--- src/rtl/evcap_pkg.sv ---
package evcap_pkg;
  typedef enum logic [2:0] {
    A_CFG    = 3'd0,
    A_PERIOD = 3'd1,
    A_STATUS = 3'd2,
    A_TS_LO  = 3'd3,
    A_TS_HI  = 3'd4,
    A_CNT_LO = 3'd5,
    A_CNT_HI = 3'd6
  } reg_addr_e;

  localparam int CFG_START = 0;
  localparam int CFG_OVR   = 1;
  localparam int CFG_FALL  = 2;

  localparam int ST_VALID = 15;
  localparam int ST_ERR   = 14;
  localparam int ST_TSEL  = 13;

  typedef struct packed {
    logic fall;
    logic ovr;
    logic start;
  } cfg_t;
endpackage

--- src/rtl/evcap_sync_edge.sv ---
module evcap_sync_edge #(
  parameter int STAGES = 2
) (
  input  logic clk_i,
  input  logic rst_ni,
  input  logic async_i,
  input  logic fall_sel_i,
  output logic edge_o
);
  logic [STAGES-1:0] sh_q;
  logic              prev_q;
  logic              lvl;

  assign lvl = sh_q[STAGES-1];

  always_ff @(posedge clk_i or negedge rst_ni) begin
    if (!rst_ni) begin
      sh_q   <= '0;
      prev_q <= 1'b0;
    end else begin
      sh_q   <= {sh_q[STAGES-2:0], async_i};
      prev_q <= lvl;
    end
  end

  assign edge_o = fall_sel_i ? (prev_q & ~lvl) : (~prev_q & lvl);
endmodule

--- src/rtl/evcap_timebase.sv ---
module evcap_timebase #(
  parameter int CNT_W = 32
) (
  input  logic             clk_i,
  input  logic             rst_ni,
  output logic [CNT_W-1:0] cnt_o
);
  logic [CNT_W-1:0] cnt_q;

  always_ff @(posedge clk_i or negedge rst_ni) begin
    if (!rst_ni) cnt_q <= '0;
    else         cnt_q <= cnt_q + CNT_W'(1);
  end

  assign cnt_o = cnt_q;
endmodule

--- src/rtl/evcap_capture.sv ---
module evcap_capture #(
  parameter int CNT_W = 32,
  parameter int SEQ_W = 8
) (
  input  logic             clk_i,
  input  logic             rst_ni,
  input  logic             trig_i,
  input  logic [CNT_W-1:0] cnt_i,
  input  logic             ovr_i,
  input  logic             start_i,
  input  logic             wr_status_i,
  input  logic             w_valid_i,
  input  logic             w_err_i,
  input  logic             w_tsel_i,
  output logic             valid_o,
  output logic             err_o,
  output logic             tsel_o,
  output logic [SEQ_W-1:0] seq_o,
  output logic [CNT_W-1:0] ts_o
);
  logic             valid_q, err_q, tsel_q;
  logic [SEQ_W-1:0] seq_q;
  logic [CNT_W-1:0] ts_q;
  logic             valid_w, err_w;
  logic [SEQ_W-1:0] seq_w;

  // software write acts first; a same-cycle trigger then sees the result
  always_comb begin
    valid_w = valid_q;
    err_w   = err_q;
    seq_w   = seq_q;
    if (wr_status_i) begin
      valid_w = valid_q & w_valid_i;
      err_w   = err_q & w_err_i;
      seq_w   = '0;
    end
  end

  always_ff @(posedge clk_i or negedge rst_ni) begin
    if (!rst_ni) begin
      valid_q <= 1'b0;
      err_q   <= 1'b0;
      tsel_q  <= 1'b0;
      seq_q   <= '0;
      ts_q    <= '0;
    end else begin
      valid_q <= valid_w | trig_i;
      err_q   <= err_w | (trig_i & valid_w);
      seq_q   <= seq_w + SEQ_W'(trig_i & start_i);
      if (wr_status_i) tsel_q <= w_tsel_i;
      if (trig_i && (!valid_w || ovr_i)) ts_q <= cnt_i;
    end
  end

  assign valid_o = valid_q;
  assign err_o   = err_q;
  assign tsel_o  = tsel_q;
  assign seq_o   = seq_q;
  assign ts_o    = ts_q;
endmodule

--- src/rtl/evcap_unit.sv ---
module evcap_unit
  import evcap_pkg::*;
#(
  parameter int CNT_W         = 32,
  parameter int REG_W         = 16,
  parameter int ADDR_W        = 3,
  parameter int SEQ_W         = 8,
  parameter int SYNC_STAGES   = 2,
  parameter int CLK_PERIOD_PS = 8000
) (
  input  logic              clk_i,
  input  logic              rst_ni,
  input  logic              ext_evt_i,
  input  logic              pps_i,
  input  logic              wr_en_i,
  input  logic [ADDR_W-1:0] addr_i,
  input  logic [REG_W-1:0]  wdata_i,
  output logic [REG_W-1:0]  rdata_o
);
  localparam int CNT_WORDS = CNT_W / REG_W;
  localparam logic [REG_W-1:0] PERIOD_WORD = REG_W'(CLK_PERIOD_PS);

  cfg_t             cfg_q;
  logic [CNT_W-1:0] cnt_q;
  logic [CNT_W-1:0] ts_q;
  logic             ext_edge, trig_evt, wr_status;
  logic             st_valid, st_err, st_tsel;
  logic [SEQ_W-1:0] seq_cnt;
  logic [REG_W-1:0] status_word;
  logic [REG_W-1:0] cnt_word [CNT_WORDS];
  logic [REG_W-1:0] ts_word  [CNT_WORDS];

  always_ff @(posedge clk_i or negedge rst_ni) begin
    if (!rst_ni) cfg_q <= '0;
    else if (wr_en_i && addr_i == ADDR_W'(A_CFG)) begin
      cfg_q.start <= wdata_i[CFG_START];
      cfg_q.ovr   <= wdata_i[CFG_OVR];
      cfg_q.fall  <= wdata_i[CFG_FALL];
    end
  end

  assign wr_status = wr_en_i && addr_i == ADDR_W'(A_STATUS);

  evcap_timebase #(.CNT_W(CNT_W)) u_timebase (
    .clk_i (clk_i),
    .rst_ni(rst_ni),
    .cnt_o (cnt_q)
  );

  evcap_sync_edge #(.STAGES(SYNC_STAGES)) u_sync_edge (
    .clk_i     (clk_i),
    .rst_ni    (rst_ni),
    .async_i   (ext_evt_i),
    .fall_sel_i(cfg_q.fall),
    .edge_o    (ext_edge)
  );

  assign trig_evt = st_tsel ? pps_i : ext_edge;

  evcap_capture #(.CNT_W(CNT_W), .SEQ_W(SEQ_W)) u_capture (
    .clk_i      (clk_i),
    .rst_ni     (rst_ni),
    .trig_i     (trig_evt),
    .cnt_i      (cnt_q),
    .ovr_i      (cfg_q.ovr),
    .start_i    (cfg_q.start),
    .wr_status_i(wr_status),
    .w_valid_i  (wdata_i[ST_VALID]),
    .w_err_i    (wdata_i[ST_ERR]),
    .w_tsel_i   (wdata_i[ST_TSEL]),
    .valid_o    (st_valid),
    .err_o      (st_err),
    .tsel_o     (st_tsel),
    .seq_o      (seq_cnt),
    .ts_o       (ts_q)
  );

  for (genvar g = 0; g < CNT_WORDS; g++) begin : g_words
    assign cnt_word[g] = cnt_q[g*REG_W +: REG_W];
    assign ts_word[g]  = ts_q[g*REG_W +: REG_W];
  end

  always_comb begin
    status_word              = '0;
    status_word[ST_VALID]    = st_valid;
    status_word[ST_ERR]      = st_err;
    status_word[ST_TSEL]     = st_tsel;
    status_word[SEQ_W-1:0]   = seq_cnt;
  end

  always_comb begin
    rdata_o = '0;
    case (reg_addr_e'(addr_i))
      A_CFG:    rdata_o = REG_W'({cfg_q.fall, cfg_q.ovr, cfg_q.start});
      A_PERIOD: rdata_o = PERIOD_WORD;
      A_STATUS: rdata_o = status_word;
      A_TS_LO:  rdata_o = ts_word[0];
      A_TS_HI:  rdata_o = ts_word[CNT_WORDS-1];
      A_CNT_LO: rdata_o = cnt_word[0];
      A_CNT_HI: rdata_o = cnt_word[CNT_WORDS-1];
      default:  rdata_o = '0;
    endcase
  end
endmodule

--- config.mk ---
export PLATFORM = sky130hd
export DESIGN_NAME = evcap_unit
export DESIGN_NICKNAME = d
export VERILOG_FILES = /design/src/rtl/evcap_pkg.sv /design/src/rtl/evcap_sync_edge.sv /design/src/rtl/evcap_timebase.sv /design/src/rtl/evcap_capture.sv /design/src/rtl/evcap_unit.sv
export SDC_FILE = /design/constraint.sdc
export NUM_CORES = 1
export LEC_CHECK = 0
export CAP_MARGIN = 25
export CORE_MARGIN = 3
export CORE_UTILIZATION = 57
export DETAILED_ROUTE_END_ITERATION = 8
export MAX_ROUTING_LAYER = met4
export PLACE_DENSITY = 0.79
export SYNTH_ARGS = -nofsm -noshare
export SYNTH_HDL_FRONTEND = slang
export SYNTH_HIERARCHICAL = 1
export SYNTH_SLANG_ARGS = --single-unit
--- constraint.sdc ---
create_clock -name clk_i -period 2.5 [get_ports clk_i]
set_input_delay 0.5 -clock clk_i [delete_from_list [all_inputs] [get_ports clk_i]]
set_output_delay 0.5 -clock clk_i [all_outputs]
set_load 0.02 [all_outputs]
# ---- Word level (Yosys, flattened, before mapping)
# Cells that the tools add are included.
dict set report op_classes {
  n_reduce_logical 6
  eq_ne 6
  bitwise_logic 10
  n_addsub 2
  mux 6
}
# operator count
set ops {}
lappend ops {{case mux 16 bit (7 select lines)} 1}
lappend ops {{adder 32 x 1 -> 32 bit (second input constant)} 1}
lappend ops {{== test 3 bit (second input constant)} 3}
lappend ops {{adder 8 bit} 1}
lappend ops {{two-way mux 8 bit} 1}
lappend ops {{bitwise AND 1 bit} 6}
lappend ops {{== test 3 x 2 -> 1 bit (second input constant)} 2}
lappend ops {{two-way mux 1 bit} 4}
lappend ops {{== test 3 x 1 -> 1 bit (second input constant)} 1}
lappend ops {{logical AND 1 bit} 3}
lappend ops {{logical NOT 3 bit} 1}
lappend ops {{inverter 1 bit} 2}
lappend ops {{bitwise OR 1 bit} 2}
lappend ops {{logical NOT 1 bit} 1}
lappend ops {{logical OR 1 bit} 1}
dict set report totals {
  register_bits 81
  out_inout_bits 16
  wordCells 41
  input_bits 24
}

# ---- Logic depth before layout (Yosys ltp)
# Gate-level depths: netlist (run 1).
dict set report logic_depth {
  depth_word 6
  ltp_mapped 10
}

# ---- Cells and area by module
# Netlist (run 1), hierarchy kept.
# mod n_inst cells_each area_each_um2
set modules_own_cells {}
lappend modules_own_cells {evcap_capture 1 118 1851.8}
lappend modules_own_cells {evcap_timebase 1 127 1478.9}
lappend modules_own_cells {evcap_unit 1 104 837.1}
lappend modules_own_cells {evcap_sync_edge 1 6 97.6}

# ---- Least setup slack after synthesis (run 1)
# No wires, ideal clock.
dict set report synth_timing {
  path_kind {input-to-reg}
  start {in addr_i[2]}
  end {reg u_capture.seq_q[6], in the netlist u_capture/seq_o[6]}
  cell_stages 9
  required_ns 2.375
  path_buffers 2
  arrival_ns 2.129
  path_slack_ns 0.247
  cell_sequence {nand2b_1 -> clkbuf_1 -> nor2_1 -> clkbuf_1 -> nor2b_1 -> ha_1 -> ha_1 -> nand3_1 -> mux2_2}
}
dict set report synth_between {
  elab_chain_cells 4
}
# item line
set synth_lines {}
lappend synth_lines {{from (decl)} evcap_unit.sv:16} ;# input logic [ADDR_W-1:0] addr_i,
lappend synth_lines {{== test 3 x 2 -> 1 bit} evcap_unit.sv:42} ;# assign wr_status = wr_en_i && addr_i == ADDR_W'(A_STATUS);
lappend synth_lines {{logical AND 1 bit} evcap_unit.sv:42}
lappend synth_lines {{named net wr_status} evcap_unit.sv:26} ;# logic ext_edge, trig_evt, wr_status;
lappend synth_lines {{two-way mux 8 bit} evcap_capture.sv:32} ;# if (wr_status_i) begin
lappend synth_lines {{adder 8 bit} evcap_capture.sv:49} ;# seq_q <= seq_w + SEQ_W'(trig_i & start_i);
lappend synth_lines {{to (signal assigned)} evcap_capture.sv:49}
lappend synth_lines {{to (decl)} evcap_capture.sv:22} ;# logic [SEQ_W-1:0] seq_q;
# The timed path passes the listed nets, and every way through them passes these cells.
# A chain may end at the register's enable or synchronous reset.

# ---- Final worst setup path (run 1)
dict set report layout_timing {
  start {in addr_i[2]}
  end {out rdata_o[12]}
}
dict set report layout_between {
  elab_chain_cells 2
}
# item line
set layout_lines {}
lappend layout_lines {{== test 3 bit, or another cell as far along} evcap_unit.sv:93} ;# case (reg_addr_e'(addr_i))
lappend layout_lines {{case mux 16 bit (7 select lines) (*)} evcap_unit.sv:93}
lappend layout_lines {{to (decl)} evcap_unit.sv:18} ;# output logic [REG_W-1:0] rdata_o
# Mark *: on every way between the ends. The rest lies on a longest branch, timed or not.

==> results of run 1 <==
[critical path, stage by stage]
cell and delay (ns):
clkdlybuf4s50_1 0.48, buf_6 0.15, clkinv_2 0.10, buf_4 0.15
a22oi_1 0.23, clkdlybuf4s15_1 0.35
[registers in the layout, summed over array words and instances, names as in the netlist]
name and flops:
cfg_q 3, u_capture/seq_o 8, u_capture/ts_o 32, u_sync_edge/sh_q 2, u_capture/tsel_o 1, u_capture/err_o 1
u_capture/valid_o 1, u_timebase/cnt_o 32, u_sync_edge/prev_q 1
[cell families (layout without fill, tap and decap cells)]
| kind of cell | after synthesis | in the layout | share of synthesized area |
|---|---|---|---|
| buf+inv | 26 | 96 | 0.0370 |
| mux | 57 | 57 | 0.173 |
| simple gates | 107 | 107 | 0.150 |
| xor+xnor | 33 | 33 | 0.0678 |
| flops | 81 | 81 | 0.475 |
| fa+ha+maj | 4 | 4 | 0.0117 |
| compound gates | 47 | 47 | 0.0848 |
[placed cells by master, fill, tap and decap left out, drive strengths merged, types with 5 or more instances in the layout]
cell type and count:
a21oi 9, a221o 6, a22o 9, buf 48, clkbuf 17, clkdlybuf4s15 6, clkdlybuf4s50 10, dfrtp 81
inv 7, mux2 44, mux2i 13, nand2 16, nand2b 12, nand3 17, nor2 18, nor2b 7
nor3 5, nor4 10, o21ai 6, xnor2 11, xor2 22
[per-stage QoR]
stage | total power, W | setup WS, ns | util | setup TNS, ns | hold slack [ns]
floorplan | 0.00182 | 0.247 | - | 0 | 0.204
global placement | 0.00203 | -0.572 | 0.699 | -16.04 | 0.333
detailed placement | 0.00204 | -0.630 | 0.699 | -17.79 | 0.336
CTS | 0.00298 | 0.0105 | 0.730 | 0 | 0.0775
global route | 0.00310 | -0.0166 | 0.725 | -0.0166 | 0.0924
finish | 0.00297 | 0.0297 | 0.725 | 0 | 0.0794
[what timing repair did]
action | CTS | global route
setup endpoints to repair | 16 | 10
resized for setup | 46 | 12
cloned | 0 | 0
[power by group through the flow]
stage	Sequential [W]	Clock, W	Combinational (W)
after floorplan	0.00147	0	0.000353
after global placement	0.00150	0	0.000530
after detailed placement	0.00150	0	0.000543
after CTS	0.00147	0.000973	0.000534
after global routing	0.00149	0.00104	0.000570
final	0.00148	0.000961	0.000531
[area by class of cell]
class | instances | share of cell area
Inverter | 9 | 0.00688
Tap cell | 96 | 0.0236
Timing Repair Buffer | 72 | 0.120
Clock inverter | 3 | 0.00787
Sequential cell | 81 | 0.398
Clock buffer | 12 | 0.0305
Multi-Input combinational cell | 248 | 0.413
[worst max-delay path by stage]
stage,endpoint,slack [ns],cells past startpoint
finish,rdata_o[12],0.03,6
global route,rdata_o[5],-0.02,6
CTS,rdata_o[5],0.01,6
detailed placement,rdata_o[15],-0.63,6
global placement,rdata_o[3],-0.57,6
floorplan,u_capture/seq_o[6]$_DFF_PN0_,0.25,9
[metal layers]
metal | part of all wire | up-vias | GRT usage
met5 | 0 | - | -
met4 | 0.021 | 0 | 0.101
met3 | 0.037 | 16 | 0.0341
met2 | 0.47 | 82 | 0.382
met1 | 0.47 | 1530 | 0.333
li1 | - | 1410 | -
==> results.md, run 1 <==
* Outcome: finished clean
* Max Root-Sink Buffers at 2
* Initial Util at 0.608
* Placed Area at just under 5000 um^2
* Share of the synthesized area in the top cell type at 0.475
* Starting DRT DRC Count at between 200 and 250
* Clk_skew at 0.00734 ns
* Setup slack, reg-to-reg at approximately 0.39 ns
* Vias in the first global route at approximately 3200
* Worst-Margin Slew at 0.571 ns
* GP Congestion at about 0.9
* Residual DRC at 0
* Cell Area, Synth at between 4000 and 5000 um^2
* DR pass1 iterations at 4
* Final setup viols at 0
* Crit path DAT at approximately 2 ns
* Worst-Skew Late Latency at ~0.35 ns
* Wirelength per Cell at approximately 19 um
* CTS H-tree depth at 3
* Diode count at 0
* Sw frac at 0.264
* Sequential Power Share at 0.497
* Leak pwr at between 2 and 2.5 nW
* Reg clk slew, reported paths at approximately 0.070 ns
* Max Cap Viol at 0
* Post-Synthesis Cells at about 360
* Clk pwr share at 0.324
* Area added between synthesis and finish at 19.3%
* Die Wd at between 90 and 100 um
* Vias per cell at a little under 6
* Share of cells above drive strength 1 at 0.313
* Final hold violations at 0
* EDFF count, synth at 0
* Worst reg2reg path depth at 8
* Filler Cell Count at roughly 500
* Post-CTS setup buffers at 0
* Die ar. at 8560 um^2
* Period utilization at 0.988
* #FFs+latches synth at 81
* FMAX at slightly above 0.4 GHz
* Die Ht at between 90 and 100 um
* # clock sinks at slightly above 80
* Worst setup SP type: input pin
* Top cells by area, synth: dfrtp_1 (48%), mux2_4 (11%), xor2_1 (4.5%)
* Synthesized Nets at 383
* Ys Warns at 6
* Worst vdd ir at 0.447 mV
* Final nets at between 400 and 500
* First-pass GRT wire length at 16.2 mm
* Crit end category: output port
* Finished Cell Area at 5090 um^2
* Final Non-Filler Cells at approximately 520
* CP Launch Point: addr_i[2]
* Largest net degree at the start of global routing at 53
* Seq/Total Area, Yosys at 0.475
* Crit path kind: in2out
* Slew Viols, Final at 0
* Comb pwr share at 0.179
* Ys flop type: dfrtp_1
* Area of the multi-input gates at ~2100 um^2
* FP Rows at 30
* Distinct cells, synth at 54
* Worst path required time at around 2.0 ns
* Core ar. at 7020 um^2
* Synth Area per Inst at ~12 um^2
* Class of the worst hold path: in2async
* Most frequent cells after synthesis: dfrtp_1 (81), mux2_4 (30), xor2_1 (22), nor2_1 (18), nand2_1 (16)
* CTS tree: built
* Asr flop ratio synth at 1.00
* Most frequent cell after synthesis: dfrtp_1
* Area leader, netlist: dfrtp_1
* Hold_buf cts at 0
* Gr usage total at 0.248
* Root Buffer: clkbuf_8
* I/O Buffers at 29
* GRT overflow at 0
* Post-DP HPWL at between 7 and 8 mm
* Num ports at 40
* Max-slew headroom at 0.618
* Initial antenna violation count at 0
* RR Startpoint: cfg_q[2]$_DFFE_PN0P_
* Routed wire length at 9.77 mm
* P_sw at between 0.0007 and 0.0008 W
* ANT nets after route at 0
* Post-layout min period at between 2 and 2.5 ns
* Int Power at ~0.0022 W
* CP Max Fanout at 9
* Sequential cell area at between 2000 and 2500 um^2
* R2r endpoint: u_capture/seq_o[6]$_DFF_PN0_
* CTS buffer count at 9
* Via count at between 3000 and 4000
* Power density over cell area at approximately 600 nW/um^2
* Placed cell count at approximately 510
(Power assumes the default switching activity.)
==> run 2: changes to the inputs <==
Settings changed: PLACE_DENSITY 0.79 to 0.8, SYNTH_HIERARCHICAL 1 to unset.
==> results.md, run 2 <==
* Crit path DAT at 1.87 ns (-0.10 ns)
* Filler Cell Count at 447 (-11%)
* Most common cell after layout, fill and taps aside: dfrtp_1
* GP Congestion at 0.932 (+2.4%)
* Area leader, netlist: dfrtp_1
* Synthesized Nets at 368 (-3.9%)
* Setup slack, reg-to-reg at 0.49 ns (+0.10 ns)
* Outcome: finished clean
* Buf/Inv on CP at 3 (-2)
* Fin worst setup slack at 0.135 ns (+0.105 ns)
* Reg clk slew, reported paths at 0.08 ns (about the same)
* Final setup viols at 0 (unchanged)
* Vias in the first global route at 2978 (-7.1%)
* Die ar. at 8100 um^2 (-5.3%)
* Period utilization at 0.946 (-0.0421)
* Gr usage total at 0.248 (about the same)
* Cell Area, Synth at 4020 um^2 (-5.7%)
* Post-Synthesis Cells at 340 (-4.2%)
* Die Wd at 90.0 um (-2.7%)
* Core ar. at 6600 um^2 (-5.9%)
* CP max-delay cell: dlygate4sd2_1
* ANT nets after route at 0 (unchanged)
* Max Root-Sink Buffers at 2 (unchanged)
* Crit path kind: in2out
* Commonest cells after routing, fill and taps aside: dfrtp_1 (81), mux2_2 (27), buf_4 (27)
* Area of the multi-input gates at 1930 um^2 (-8.2%)
* Worst path required time at 2.00 ns (about the same)
* #FFs+latches synth at 81 (unchanged)
* Most frequent cell after synthesis: dfrtp_1
* Crit end category: output port
* Worst setup SP type: input pin
* Asr flop ratio synth at 1.00 (unchanged)
* Max-slew headroom at 0.686 (+0.0682)
* Wirelength per Cell at 18.6 um (-0.71%)
* CP Max Fanout at 8 (-1)
* First-pass GRT wire length at 15.5 mm (-4.4%)
* Worst-Skew Late Latency at 0.36 ns (about the same)
* Final hold violations at 0 (unchanged)
* Max Cap Viol at 0 (unchanged)
* Share of the synthesized area in the top cell type at 0.504 (+0.0287)
* Root Buffer: clkbuf_8
* Power density over cell area at 637 nW/um^2 (+9.1%)
* Vias per cell at 5.93 (+1.7%)
* Distinct cells, synth at 44 (-19%)
* CTS H-tree depth at 3 (unchanged)
* Worst hold slack at 0.0951 ns (+0.0156 ns)
* Initial antenna violation count at 0 (unchanged)
* Worst-Margin Slew at 0.471 ns (-0.101 ns)
* Largest net degree at the start of global routing at 48 (-9.4%)
* Num ports at 40 (unchanged)
* GRT overflow at 0 (unchanged)
* Crit path cell chain: dlygate4sd2_1 > nor2b_1 > buf_4 > a22o_1 > a221o_1 > clkdlybuf4s15_2
* Pre-CTS setup slack at -0.509 ns (+0.121 ns)
* Hold_buf cts at 0 (unchanged)
* Clk_skew at 0.0160 ns (+0.00868 ns)
* DR pass1 iterations at 4 (unchanged)
* Initial Util at 0.609 (+0.00147)
* FMAX at 0.423 GHz (+4.4%)
* Synth Area per Inst at 11.8 um^2 (-1.5%)
* Routed wire length at 9.16 mm (-6.2%)
* Starting DRT DRC Count at 207 (-4.6%)
* Delay of the slowest cell on the worst path at 0.30 ns (-0.18 ns)
* Ys Warns at 0 (-6)
* Leak pwr at 2.30 nW (-8.0%)
* Post-DP HPWL at 6.45 mm (-8.8%)
* I/O Buffers at 29 (unchanged)
* # clock sinks at 81 (unchanged)
* Worst vdd ir at 0.358 mV (-20%)
* Setup_tns at 0 ns (unchanged)
* Residual DRC at 0 (unchanged)
* Sequential cell area at 2030 um^2 (unchanged)
* CTS buffer count at 9 (unchanged)
* RSZ-0062 raised after global routing: no
* Area added between synthesis and finish at 21.2%
* CTS tree: built
* FP Rows at 29 (-3.3%)
* Seq/Total Area, Yosys at 0.504 (+0.0287)
* Class of the worst hold path: in2async
* Ys flop type: dfrtp_1
* Top delay family on crit path: buffers and inverters
* Via count at 2918 (-3.9%)
* Die Ht at 90.0 um (-2.7%)
* EDFF count, synth at 0 (unchanged)
* Most frequent cells after synthesis: dfrtp_1 (81), mux2_2 (27), nor2_1 (27), xor2_1 (22), nand3_1 (19)
* Final nets at 422 (-6.0%)
* Diode count at 0 (unchanged)
* Post-layout min period at 2.37 ns (-0.105 ns)
* Slew Viols, Final at 0 (unchanged)
* Post-CTS setup buffers at 0 (unchanged)
* Top cells by area, synth: dfrtp_1 (50%), mux2_2 (7.6%), xor2_1 (4.8%)
* Share of cells above drive strength 1 at 0.286 (-0.0272)
-- run 2: metrics by stage --
step / total power [W] / util / instance area (um^2) / instances
6_report: 0.00311 / 0.739 / 4880 / 492
5_1_grt: 0.00324 / 0.739 / 4880 / 492
4_1_cts: 0.00312 / 0.737 / 4860 / 492
3_5_place_dp: 0.00195 / 0.694 / 4590 / 476
3_3_place_gp: 0.00193 / 0.694 / 4590 / 476
2_1_floorplan: 0.00175 / - / 4020 / 340
-- run 2: cell type report --
type                    count  share of cell area
flip-flops and latches     81               0.416
multi-input cells         238               0.396
repair buffers             58               0.108
clock buffers              10              0.0282
well taps                  93              0.0239
clock inverters             6              0.0236
inverters                   6             0.00462
-- run 2: metal layers --
metal | vias up | share of wire | GRT usage | wire length (um)
li1 | 1341 | - | - | -
met4 | 0 | 0.015 | 0.0727 | 138
met2 | 64 | 0.50 | 0.392 | 4550
met5 | - | 0 | - | 0
met1 | 1501 | 0.45 | 0.313 | 4140
met3 | 12 | 0.036 | 0.0735 | 330
-- run 2: final timing paths --
path                                               start                            end  depth (start not counted)
setup / recovery                               addr_i[2]                    rdata_o[14]                          6
hold / removal                                    rst_ni  u_sync_edge.sh_q[0]$_DFF_PN0_                          1
setup reg to reg                    cfg_q[2]$_DFFE_PN0P_   u_capture.seq_o[6]$_DFF_PN0_                          8
hold reg to reg            u_sync_edge.sh_q[0]$_DFF_PN0_  u_sync_edge.sh_q[1]$_DFF_PN0_                          0
max in group asynchronous                         rst_ni  u_timebase.cnt_o[5]$_DFF_PN0_                          2
min in group clk_i         u_sync_edge.sh_q[0]$_DFF_PN0_  u_sync_edge.sh_q[1]$_DFF_PN0_                          0
-- run 2: kinds of logic (layout without fill, tap and decap cells) --
logic type,after synthesis,count (layout),share of synthesized area
multiplexers,48,48,0.137
XOR/XNOR,36,36,0.0784
AND/OR/NAND/NOR,108,108,0.161
flip-flops,81,81,0.504
buffers and inverters,21,80,0.0264
adder cells (fa/ha/maj),4,4,0.0124
AO/OA/AOI/OAI,42,42,0.0803
-- run 2: power by group --
group	internal, W	switching (W)
Sequential	0.00140	0.0000788
Combinational	0.000225	0.000221
Clock	0.000694	0.000489
-- run 2: repair_timing --
action                     4_1_cts  5_1_grt
pin swaps                        0        2
setup endpoints to repair       16       16
gates resized for setup         65       11
gates cloned                     0        0
==> run 3: changes to the inputs <==
Settings changed: CORE_UTILIZATION 57 to 60, DONT_BUFFER_PORTS set to 1, PLACE_DENSITY 0.8 to 0.76.
==> results.md, run 3 (synthesized netlist as in run 2, its figures left out) <==
* Outcome: finished clean
* CTS H-tree depth at 3 (unchanged)
* Final Non-Filler Cells at 429 (-13%)
* Die ar. at 7720 um^2 (-4.7%)
* Post-DP HPWL at 5.66 mm (-12%)
* Fin worst setup slack at 0.472 ns (+0.337 ns)
* Leak pwr at 2.04 nW (-11%)
* Max-slew headroom at 0.657 (-0.0292)
* Pre-CTS setup slack at 0.482 ns (+0.991 ns)
* Residual DRC at 0 (unchanged)
* Worst-Margin Slew at 0.513 ns (+0.0419 ns)
* Placed cell count at 412 (-13%)
* Diode count at 0 (unchanged)
* Wirelength per Cell at 19.3 um (+3.7%)
* DR pass1 iterations at 4 (unchanged)
* Post-layout min period at 2.03 ns (-0.337 ns)
* Max Root-Sink Buffers at 2 (unchanged)
* ANT nets after route at 0 (unchanged)
* GP Congestion at 0.840 (-9.9%)
* Gr usage total at 0.234 (-0.0139)
* Crit path kind: reg2out
* Final setup viols at 0 (unchanged)
* Die Ht at 87.9 um (-2.4%)
* Most common cell after layout, fill and taps aside: dfrtp_1
* Final hold violations at 0 (unchanged)
* CP Max Fanout at 6 (-2)
* Slew Viols, Final at 0 (unchanged)
* Die Wd at 87.9 um (-2.4%)
* Initial Util at 0.626 (+0.0172)
* Share of cells above drive strength 1 at 0.188 (-0.0982)
* I/O Buffers at 0 (-100%)
* First-pass GRT wire length at 13.3 mm (-14%)
* FMAX at 0.493 GHz (+17%)
* Via count at 2674 (-8.4%)
* CTS buffer count at 9 (unchanged)
* Starting DRT DRC Count at 198 (-4.3%)
* Crit end category: output port
* Worst vdd ir at 0.247 mV (-31%)
* Clk_skew at 0.00674 ns (-0.00928 ns)
* Setup_tns at 0 ns (unchanged)
* RSZ-0062 raised after global routing: no
* Commonest cells after routing, fill and taps aside: dfrtp_1 (81), nor2_1 (27), mux2_2 (27)
* Worst-Skew Late Latency at 0.35 ns (about the same)
* Power density over cell area at 635 nW/um^2 (-0.29%)
* Vias per cell at 6.23 (+5.1%)
* FP Rows at 29 (unchanged)
* Final nets at 375 (-11%)
* Worst path required time at 2.00 ns (about the same)
* Filler Cell Count at 466 (+4.3%)
* Reg clk slew, reported paths at 0.08 ns (about the same)
* Initial antenna violation count at 0 (unchanged)
* Class of the worst hold path: in2async
* Crit path DAT at 1.53 ns (-0.34 ns)
* Final Power at 0.00275 W (-11%)
* Area added between synthesis and finish at 7.87%
* Vias in the first global route at 2724 (-8.5%)
* Routed wire length at 8.28 mm (-9.5%)
* Largest net degree at the start of global routing at 82 (+71%)
* Worst setup SP type: register
* Num ports at 40 (unchanged)
* Max Cap Viol at 0 (unchanged)
* Root Buffer: clkbuf_8
* Period utilization at 0.811 (-0.135)
* GRT overflow at 0 (unchanged)
* Post-layout util at 0.676 (-0.0629)
* Core ar. at 6420 um^2 (-2.7%)
* CTS tree: built
* # clock sinks at 81 (unchanged)
run 3: cell types whose count changed in the layout (fill, tap and decap cells not counted), sizes merged:
cell | before | now
bufinv | 3 | 1
clkdlybuf4s50 | 9 | 0
clkdlybuf4s15 | 11 | 0
clkinvlp | 1 | 0
clkbuf | 11 | 13
dlygate4sd2 | 1 | 0
buf | 35 | 11
dlymetal6s2s | 1 | 0
run 3: path summary, 6_finish.rpt:
| kind | depth (start not counted) | end | slack (ns) | start |
|---|---|---|---|---|
| worst max-delay path | 3 | rdata_o[2] | 0.47 | u_timebase.cnt_o[18]$_DFF_PN0_ |
| worst max register to register | 8 | u_capture.seq_o[6]$_DFF_PN0_ | 0.56 | cfg_q[2]$_DFFE_PN0P_ |
| min in group clk_i | 0 | u_sync_edge.sh_q[0]$_DFF_PN0_ | 0.18 | ext_evt_i |
| worst min register to register | 0 | u_sync_edge.sh_q[1]$_DFF_PN0_ | 0.37 | u_sync_edge.sh_q[0]$_DFF_PN0_ |
| max in group asynchronous | 1 | u_timebase.cnt_o[26]$_DFF_PN0_ | 2.14 | rst_ni |
| worst min-delay path | 1 | u_capture.seq_o[5]$_DFF_PN0_ | 0.04 | rst_ni |
run 3: metal layers:
| layer | wire length (um) | vias up | part of all wire | global-route usage |
|---|---|---|---|---|
| met5 | 0 | - | 0 | - |
| met4 | 82 | 0 | 0.0099 | 0.0697 |
| met3 | 413 | 8 | 0.050 | 0.0630 |
| met2 | 4070 | 63 | 0.49 | 0.383 |
| met1 | 3720 | 1348 | 0.45 | 0.286 |
| li1 | - | 1255 | - | - |
run 3: repair_timing:
action | in CTS | in global routing
endpoints found under the setup margin | 0 | 0
resized for setup | 0 | 0
hold endpoints to repair | 81 | 0
setup buffers | 0 | 0
hold buffers | 1 | 0
run 3: area by class of cell:
class,instances,area (um^2),share of cell area
Sequential cell,81,2030,0.467
Multi-Input combinational cell,238,1890,0.435
Inverter,6,22.5,0.00519
Clock inverter,3,40.0,0.00923
Tap cell,77,96.3,0.0222
Clock buffer,13,149,0.0343
Timing Repair Buffer,11,115,0.0265
run 3: power breakdown:
group	total (W)	internal, W	switching [W]
Clock	0.000933	0.000487	0.000445
Combinational	0.000353	0.000171	0.000183
Sequential	0.00147	0.00140	0.0000715
Total	0.00275	0.00206	0.000699
run 3: metrics by stage:
step           cell area, um^2  hold slack [ns]
4_1_cts                   4340           0.0546
3_5_place_dp              4120            0.206
2_1_floorplan             4020            0.204
3_3_place_gp              4120            0.206
6_report                  4340           0.0357
5_1_grt                   4340           0.0452
run 3: critical path, stage by stage (launching register included):
cell and delay [ns]:
dfrtp_1 0.46, mux4_2 0.51, nor2_1 0.10, a21oi_1 0.11
